**config.mk**
```make
export PLATFORM = sky130hd
export DESIGN_NAME = lcd_pwr_seq
export DESIGN_NICKNAME = d
export VERILOG_FILES = /design/src/rtl/lcd_pwr_pkg.sv /design/src/rtl/lcd_ms_timer.sv /design/src/rtl/lcd_seq_rom.sv /design/src/rtl/lcd_pwr_seq.sv
export SDC_FILE = /design/constraint.sdc
export NUM_CORES = 1
export LEC_CHECK = 0
export ABC_AREA = 1
export BUFFER_PORTS_ARGS = -buffer_cell sky130_fd_sc_hd__buf_4
export CORE_ASPECT_RATIO = 0.9
export CORE_MARGIN = 3
export CORE_UTILIZATION = 55
export DETAILED_ROUTE_END_ITERATION = 7
export PLACE_DENSITY = 0.78
export SYNTH_ARGS = -nofsm -noshare
export SYNTH_HDL_FRONTEND = slang
export SYNTH_HIERARCHICAL = 1
export SYNTH_SLANG_ARGS = --single-unit
export TNS_END_PERCENT = 100
```
**constraint.sdc**
```tcl
create_clock -name clk -period 2.8 [get_ports clk]
set_input_delay 0 -clock clk [delete_from_list [all_inputs] [get_ports clk]]
set_output_delay 0 -clock clk [all_outputs]
set_load 0.01 [all_outputs]
```
**src/rtl/lcd_pwr_pkg.sv**
```systemverilog
package lcd_pwr_pkg;

    localparam int REG_AW = 3;
    localparam int REG_DW = 8;
    localparam int STEP_W = 5;

    typedef enum logic [1:0] {K_WR, K_WAIT, K_DAC, K_END} step_kind_e;

    typedef enum logic [2:0] {
        S_IDLE, S_STEP, S_WR, S_TMR, S_DAC_GO, S_DAC_WAIT
    } seq_state_e;

    // target register addresses (decoded by the panel controller)
    localparam logic [REG_AW-1:0] RA_RES   = 3'd0;
    localparam logic [REG_AW-1:0] RA_PHASE = 3'd1;
    localparam logic [REG_AW-1:0] RA_PWR_A = 3'd3;
    localparam logic [REG_AW-1:0] RA_PWR_B = 3'd4;
    localparam logic [REG_AW-1:0] RA_PIC   = 3'd6;
    localparam logic [REG_AW-1:0] RA_POL   = 3'd7;

    // supply group A
    localparam logic [REG_DW-1:0] PA_SCK = 8'h01;
    localparam logic [REG_DW-1:0] PA_SDA = 8'h02;
    localparam logic [REG_DW-1:0] PA_DAC = 8'h04;
    localparam logic [REG_DW-1:0] PA_COM = 8'h08;
    localparam logic [REG_DW-1:0] PA_V5  = 8'h10;
    // supply group B
    localparam logic [REG_DW-1:0] PB_VW  = 8'h01;
    localparam logic [REG_DW-1:0] PB_GN  = 8'h02;
    localparam logic [REG_DW-1:0] PB_VDD = 8'h04;
    // picture control
    localparam logic [REG_DW-1:0] PC_INIT   = 8'h01;
    localparam logic [REG_DW-1:0] PC_INIOFF = 8'h02;
    localparam logic [REG_DW-1:0] PC_PDWN   = 8'h04;
    localparam logic [REG_DW-1:0] PC_COMOFF = 8'h08;
    localparam logic [REG_DW-1:0] PC_DACOFF = 8'h10;

    // step table landmarks
    localparam logic [STEP_W-1:0] SX_UP_FIRST = 5'd0;
    localparam logic [STEP_W-1:0] SX_PHASE    = 5'd15;
    localparam logic [STEP_W-1:0] SX_RES      = 5'd18;
    localparam logic [STEP_W-1:0] SX_UP_END   = 5'd19;
    localparam logic [STEP_W-1:0] SX_DN_FIRST = 5'd20;
    localparam logic [STEP_W-1:0] SX_DN_END   = 5'd30;

endpackage

```
**src/rtl/lcd_ms_timer.sv**
```systemverilog
module lcd_ms_timer #(
    parameter int CLKS_PER_MS = 12500,
    parameter int MSW         = 6,
    parameter int CW          = 20
) (
    input  logic           clk,
    input  logic           rst_n,
    input  logic           load,
    input  logic [MSW-1:0] ms,
    output logic           done
);

    logic [CW-1:0] cnt;

    always_ff @(posedge clk or negedge rst_n) begin
        if (!rst_n) begin
            cnt <= '0;
        end else if (load) begin
            cnt <= CW'(ms) * CW'(CLKS_PER_MS);
        end else if (cnt != '0) begin
            cnt <= cnt - 1'b1;
        end
    end

    assign done = (cnt == CW'(1));

endmodule

```
**src/rtl/lcd_seq_rom.sv**
```systemverilog
module lcd_seq_rom
    import lcd_pwr_pkg::*;
#(
    parameter int VDD_MS      = 3,
    parameter int GVSS_MS     = 2,
    parameter int POL_MS      = 1,
    parameter int SETTLE_MS   = 34,
    parameter int COM_DEFAULT = 125,
    parameter int QVGA_PHASE  = 9,
    parameter int MSW         = 6
) (
    input  logic [STEP_W-1:0] step,
    input  logic              vga,
    input  logic              ph_ok,
    input  logic [3:0]        ph_trim,
    input  logic              com_ok,
    input  logic [REG_DW-1:0] com_trim,
    output step_kind_e        kind,
    output logic [REG_AW-1:0] addr,
    output logic [REG_DW-1:0] data,
    output logic [MSW-1:0]    ms
);

    logic [REG_DW-1:0] phase_byte;
    logic [REG_DW-1:0] res_byte;
    logic [REG_DW-1:0] com_byte;

    always_comb begin
        if (!vga)       phase_byte = {REG_DW'(QVGA_PHASE) << 1} | 8'h01;
        else if (ph_ok) phase_byte = {3'b000, ph_trim, 1'b1};
        else            phase_byte = 8'h01;
        res_byte = vga ? 8'h00 : 8'h01;
        com_byte = com_ok ? com_trim : REG_DW'(COM_DEFAULT);
    end

    always_comb begin
        kind = K_WR;
        addr = '0;
        data = '0;
        ms   = '0;
        case (step)
            // power-up
            5'd0:  begin addr = RA_PIC;   data = PC_PDWN | PC_INIOFF | PC_INIT | PC_COMOFF | PC_DACOFF; end
            5'd1:  begin addr = RA_PWR_A; data = PA_SCK | PA_SDA; end
            5'd2:  begin addr = RA_PWR_B; data = 8'h00; end
            5'd3:  begin addr = RA_PWR_B; data = PB_VDD; end
            5'd4:  begin kind = K_WAIT;   ms = MSW'(VDD_MS); end
            5'd5:  begin addr = RA_PWR_A; data = PA_SCK | PA_SDA | PA_DAC; end
            5'd6:  begin addr = RA_PIC;   data = PC_INIT | PC_COMOFF; end
            5'd7:  begin kind = K_DAC;    data = com_byte; end
            5'd8:  begin addr = RA_PWR_A; data = PA_SCK | PA_SDA | PA_DAC | PA_V5; end
            5'd9:  begin addr = RA_PWR_B; data = PB_GN | PB_VDD; end
            5'd10: begin kind = K_WAIT;   ms = MSW'(GVSS_MS); end
            5'd11: begin addr = RA_PIC;   data = PC_INIT; end
            5'd12: begin addr = RA_PWR_A; data = PA_SCK | PA_SDA | PA_DAC | PA_COM | PA_V5; end
            5'd13: begin addr = RA_PWR_B; data = PB_VW | PB_GN | PB_VDD; end
            5'd14: begin addr = RA_PIC;   data = 8'h00; end
            5'd15: begin addr = RA_PHASE; data = phase_byte; end
            5'd16: begin addr = RA_POL;   data = 8'h00; end
            5'd17: begin kind = K_WAIT;   ms = MSW'(POL_MS); end
            5'd18: begin addr = RA_RES;   data = res_byte; end
            // power-down
            5'd20: begin kind = K_WAIT;   ms = MSW'(SETTLE_MS); end
            5'd21: begin addr = RA_PWR_B; data = PB_GN | PB_VDD; end
            5'd22: begin addr = RA_PIC;   data = PC_COMOFF; end
            5'd23: begin addr = RA_PWR_A; data = PA_DAC | PA_V5; end
            5'd24: begin kind = K_DAC;    data = 8'h00; end
            5'd25: begin addr = RA_PWR_B; data = PB_VDD; end
            5'd26: begin addr = RA_PWR_A; data = PA_DAC; end
            5'd27: begin addr = RA_PIC;   data = PC_INIOFF | PC_DACOFF | PC_PDWN | PC_COMOFF; end
            5'd28: begin addr = RA_PWR_A; data = 8'h00; end
            5'd29: begin addr = RA_PWR_B; data = 8'h00; end
            default: kind = K_END;
        endcase
    end

endmodule

```
**src/rtl/lcd_pwr_seq.sv**
```systemverilog
module lcd_pwr_seq
    import lcd_pwr_pkg::*;
#(
    parameter int CLKS_PER_MS = 12500,
    parameter int VDD_MS      = 3,
    parameter int GVSS_MS     = 2,
    parameter int POL_MS      = 1,
    parameter int SETTLE_MS   = 34,
    parameter int COM_DEFAULT = 125,
    parameter int QVGA_PHASE  = 9
) (
    input  logic        clk,
    input  logic        rst_n,
    input  logic        init_req,
    input  logic        suspend_req,
    input  logic        vga_mode,
    input  logic [3:0]  phase_trim,
    input  logic        phase_trim_valid,
    input  logic [7:0]  com_trim,
    input  logic        com_trim_valid,
    output logic        wr_valid,
    input  logic        wr_ready,
    output logic [2:0]  wr_addr,
    output logic [7:0]  wr_data,
    output logic        dac_start,
    output logic [7:0]  dac_value,
    input  logic        dac_done,
    output logic        busy,
    output logic        initialized
);

    localparam int MAX_A  = (VDD_MS > GVSS_MS) ? VDD_MS : GVSS_MS;
    localparam int MAX_B  = (POL_MS > SETTLE_MS) ? POL_MS : SETTLE_MS;
    localparam int MAX_MS = (MAX_A > MAX_B) ? MAX_A : MAX_B;
    localparam int MSW    = $clog2(MAX_MS + 1);
    localparam int CW     = $clog2(MAX_MS * CLKS_PER_MS + 1);

    seq_state_e        state_q, state_n;
    logic [STEP_W-1:0] step_q, step_n, step_inc;
    logic              short_q, short_n;
    logic              take, take_dn;
    logic              vga_q, ph_ok_q, com_ok_q;
    logic [3:0]        ph_q;
    logic [7:0]        com_q;
    logic              init_set, init_clr;

    step_kind_e        kind;
    logic [REG_AW-1:0] rom_addr;
    logic [REG_DW-1:0] rom_data;
    logic [MSW-1:0]    rom_ms;
    logic              tmr_load, tmr_done;

    lcd_seq_rom #(
        .VDD_MS(VDD_MS), .GVSS_MS(GVSS_MS), .POL_MS(POL_MS),
        .SETTLE_MS(SETTLE_MS), .COM_DEFAULT(COM_DEFAULT),
        .QVGA_PHASE(QVGA_PHASE), .MSW(MSW)
    ) i_rom (
        .step(step_q), .vga(vga_q), .ph_ok(ph_ok_q), .ph_trim(ph_q),
        .com_ok(com_ok_q), .com_trim(com_q),
        .kind(kind), .addr(rom_addr), .data(rom_data), .ms(rom_ms)
    );

    lcd_ms_timer #(
        .CLKS_PER_MS(CLKS_PER_MS), .MSW(MSW), .CW(CW)
    ) i_tmr (
        .clk(clk), .rst_n(rst_n), .load(tmr_load), .ms(rom_ms), .done(tmr_done)
    );

    // the short path hops from the phase write straight to the resolution write
    assign step_inc = (short_q && step_q == SX_PHASE) ? SX_RES : step_q + 1'b1;

    // next-state and step bookkeeping
    always_comb begin
        state_n  = state_q;
        step_n   = step_q;
        short_n  = short_q;
        take     = 1'b0;
        take_dn  = 1'b0;
        init_set = 1'b0;
        init_clr = 1'b0;
        unique case (state_q)
            S_IDLE: begin
                if (suspend_req) begin
                    take    = 1'b1;
                    take_dn = 1'b1;
                    step_n  = SX_DN_FIRST;
                    short_n = 1'b0;
                    state_n = S_STEP;
                end else if (init_req) begin
                    take    = 1'b1;
                    step_n  = initialized ? SX_PHASE : SX_UP_FIRST;
                    short_n = initialized;
                    state_n = S_STEP;
                end
            end
            S_STEP: begin
                unique case (kind)
                    K_WR:   state_n = S_WR;
                    K_WAIT: state_n = S_TMR;
                    K_DAC:  state_n = S_DAC_GO;
                    K_END: begin
                        state_n  = S_IDLE;
                        init_set = (step_q == SX_UP_END);
                        init_clr = (step_q == SX_DN_END);
                    end
                endcase
            end
            S_WR: begin
                if (wr_ready) begin
                    step_n  = step_inc;
                    state_n = S_STEP;
                end
            end
            S_TMR: begin
                if (tmr_done) begin
                    step_n  = step_inc;
                    state_n = S_STEP;
                end
            end
            S_DAC_GO: state_n = S_DAC_WAIT;
            S_DAC_WAIT: begin
                if (dac_done) begin
                    step_n  = step_inc;
                    state_n = S_STEP;
                end
            end
            default: state_n = S_IDLE;
        endcase
    end

    // state register
    always_ff @(posedge clk or negedge rst_n) begin
        if (!rst_n) state_q <= S_IDLE;
        else        state_q <= state_n;
    end

    // step pointer, captured request context and panel status
    always_ff @(posedge clk or negedge rst_n) begin
        if (!rst_n) begin
            step_q      <= '0;
            short_q     <= 1'b0;
            vga_q       <= 1'b0;
            ph_ok_q     <= 1'b0;
            ph_q        <= '0;
            com_ok_q    <= 1'b0;
            com_q       <= '0;
            initialized <= 1'b0;
        end else begin
            step_q  <= step_n;
            short_q <= short_n;
            if (take && !take_dn) begin
                vga_q    <= vga_mode;
                ph_ok_q  <= phase_trim_valid;
                ph_q     <= phase_trim;
                com_ok_q <= com_trim_valid;
                com_q    <= com_trim;
            end
            if (init_set)      initialized <= 1'b1;
            else if (init_clr) initialized <= 1'b0;
        end
    end

    // outputs
    always_comb begin
        tmr_load  = (state_q == S_STEP) && (kind == K_WAIT);
        wr_valid  = (state_q == S_WR);
        wr_addr   = rom_addr;
        wr_data   = rom_data;
        dac_start = (state_q == S_DAC_GO);
        dac_value = rom_data;
        busy      = (state_q != S_IDLE);
    end

endmodule

```
==> out/metrics.cfg <==
[setup_path]
critPathKind=flip-flop to flip-flop
crit_end=i_tmr/cnt[7]
critical_path_required_ps=3050
cpPeakStageDelay_ps=490
crit_fanout=5
cp_top_family=adder cells
startpoint_type=flip-flop
regToRegStartpoint=step_q[3]
crit_path_end_kind=flip-flop
cp_num_cells=11
cp_slowest_cell=fa_1
crit_start=step_q[3]
worstPathArrival_ps=3000
worstPathBufferInverterCount=1
reg2reg_depth=11
reg2reg_slack_ps=40
path_cells=nor2_4 > nand2_4 > o22ai_4 > ha_4 > ha_4 > inv_2 > fa_1 > fa_1 > nor2_2 > a21oi_2 > nor2_1
timing.rr.end=i_tmr/cnt[7]

[clock_tree]
htreeDepth=2
max-clock-path-buffers=2
cts_tree=built
clk-insertion-delay-late_ps=310
clk_pin_slew_ps=100
cts_buffers=5
clockRootBuffer=clkbuf_8
cts.sinks=44

[timing]
fin_skew_ps=16.6
hold_violations=0
fin_crit_ps=2760
finalSetupViolCount=0
finalCritPeriodShare_pct=98.5
tns_ps=0
max_freq_mhz=363
rsz0062_at_grt=true
drv_slew=0
worst_pin_slew_ps=593
slew_headroom_pct=60.5

[cells_and_area]
final_nets=817
syn_to_final_growth_pct=20.0
layout-drive-gt1-share_pct=22.0
multiInputGateArea_um2=3090
regArea_um2=1110
fillers=677

[global_route]
overflow=0
grt_util_all_layers_pct=26.2
grt_pass1_vias=4332
antenna_found_initial=0
grt_max_degree=45
grt_pass1_wl_um=20100

[synthesis]
syn_area_per_cell_um2=6.79
yosys_warnings=6
synth_common_cells=nand2_1 (189), inv_1 (75), nand3_1 (75)
syn-cell-area_um2=4580
synth-seq-cells=44
synth_cells=674
ys_types=44
synth_edf_count=0
synth.top_cell.area_share_pct=24.0
async_flop_share_pct=100
yosysMostFrequentCell=nand2_1
synthTopCellsByArea=dfrtp_1 (24%), nand2_1 (15%), ha_1 (11%)
synthFlopType=dfrtp_1
yosysTopAreaCell=dfrtp_1
ys_seq_area_share_pct=24.0

[power_and_ir_drop]
p_total_mw=6.18
pwr_density_cell_nw_per_um2=1120
leakagePower_nw=2.97
ir_drop_uv=464

[placed_design]
portBuffers=43
gp_congestion=1.02
dp_hpwl_um=9160

[detailed_routing]
vias=4611
viasPerCell=5.44
wl_um=12000
drc=0
drt_iter0_markers=327
drt.antenna.violating_nets=0
dr.pass1.iters=5
routedWlPerCell_um=14.1

[die]
die_y_um=92.6
core_area_um2=7810
placementRows=30
initial_core_util_pct=58.7
die-area_um2=9460
die_w_um=102
ios=44

[outcome]
status=finished clean

[flow_run]
max-cap-violations=0

[hold_path]
hold_class=input port to flip-flop

## flip-flops by register name, indices dropped and copies added, names as in the netlist
| name | count |
|---|---|
| com_ok_q | 1 |
| com_q | 8 |
| i_tmr/cnt | 19 |
| initialized | 1 |
| ph_ok_q | 1 |
| ph_q | 4 |
| short_q | 1 |
| state_q | 3 |
| step_q | 5 |
| vga_q | 1 |
## worst min-delay path: stages
cell,delay (ps)
buf_4,80
nor2_2,60
o21ai_0,140
o21ai_0,70
## layout by cell type (no fill, tap or decap), types with 6 or more instances in the layout
master,netlist,layout
a21oi_1,22,19
ha_1,42,40
dfrtp_1,44,40
clkbuf_8,0,6
nand2_2,10,11
inv_2,13,13
nand3_2,7,7
inv_1,75,74
nand3_1,75,75
o21ai_0,12,12
nand2_1,189,187
xnor2_1,7,7
dlygate4sd3_1,0,17
nor2_1,64,62
nor2_2,17,18
buf_4,12,68
nor2_4,10,11
xor2_1,10,10
nand4_1,14,14
## what timing repair did
| item | 4_1_cts | 5_1_grt |
|---|---|---|
| hold buffers | 17 | 0 |
| buffers inserted | 0 | 8 |
| endpoints found under the setup margin | 0 | 6 |
| hold endpoints to repair | 60 | 0 |
| resized for setup | 0 | 11 |
## cells by family (layout without fill, tap and decap cells)
| kind of cell | count (synthesis) | after routing | synth area share [%] |
|---|---|---|---|
| fa+ha+maj | 46 | 46 | 13.2 |
| buf+inv | 110 | 185 | 10.4 |
| xor+xnor | 17 | 17 | 3.25 |
| compound gates | 49 | 49 | 6.18 |
| other cells | 1 | 4 | 0.0819 |
| flops | 44 | 44 | 24.0 |
| simple gates | 407 | 407 | 42.8 |
## layout make-up
| class | instances | area share, % |
|---|---|---|
| multi-input combinational | 522 | 56.2 |
| sequential | 44 | 20.1 |
| timing repair buffer | 87 | 13.0 |
| inverter | 90 | 6.28 |
| tap | 96 | 2.19 |
| clock buffer | 6 | 1.50 |
| clock inverter | 2 | 0.706 |
| antenna | 1 | 0.0455 |
## power breakdown
| part | internal (mW) | switching (mW) |
|---|---|---|
| clock | 0.292 | 0.242 |
| sequential | 0.936 | 0.327 |
| combinational | 1.79 | 2.60 |
## worst min path at each step
stage / from / to / depth (start not counted)
floorplan: rst_n / com_ok_q / 0
global placement: rst_n / i_tmr/cnt[18] / 1
detailed placement: rst_n / i_tmr/cnt[18] / 1
CTS: init_req / short_q / 4
global route: dac_done / state_q[2] / 4
finish: init_req / short_q / 4
## metrics by stage
stage	setup slack, ps	utilization [%]	cells	hold WS (ps)	area, µm²
floorplan	53.9	-	676	-296	4640
detailed placement	86.6	65.2	814	40.0	5090
global route	-94.6	70.4	847	108	5490
CTS	39.9	69.0	839	75.2	5390
finish	42.4	70.4	848	74.8	5500
global placement	155	65.2	814	36.6	5090
## routing by layer
layer	track usage, %	wire length, µm
met4	6.12	166
met2	41.5	5370
met5	0	0
met3	3.24	729
met1	38.0	5690
No activity file was read; power rests on OpenSTA's default activity.
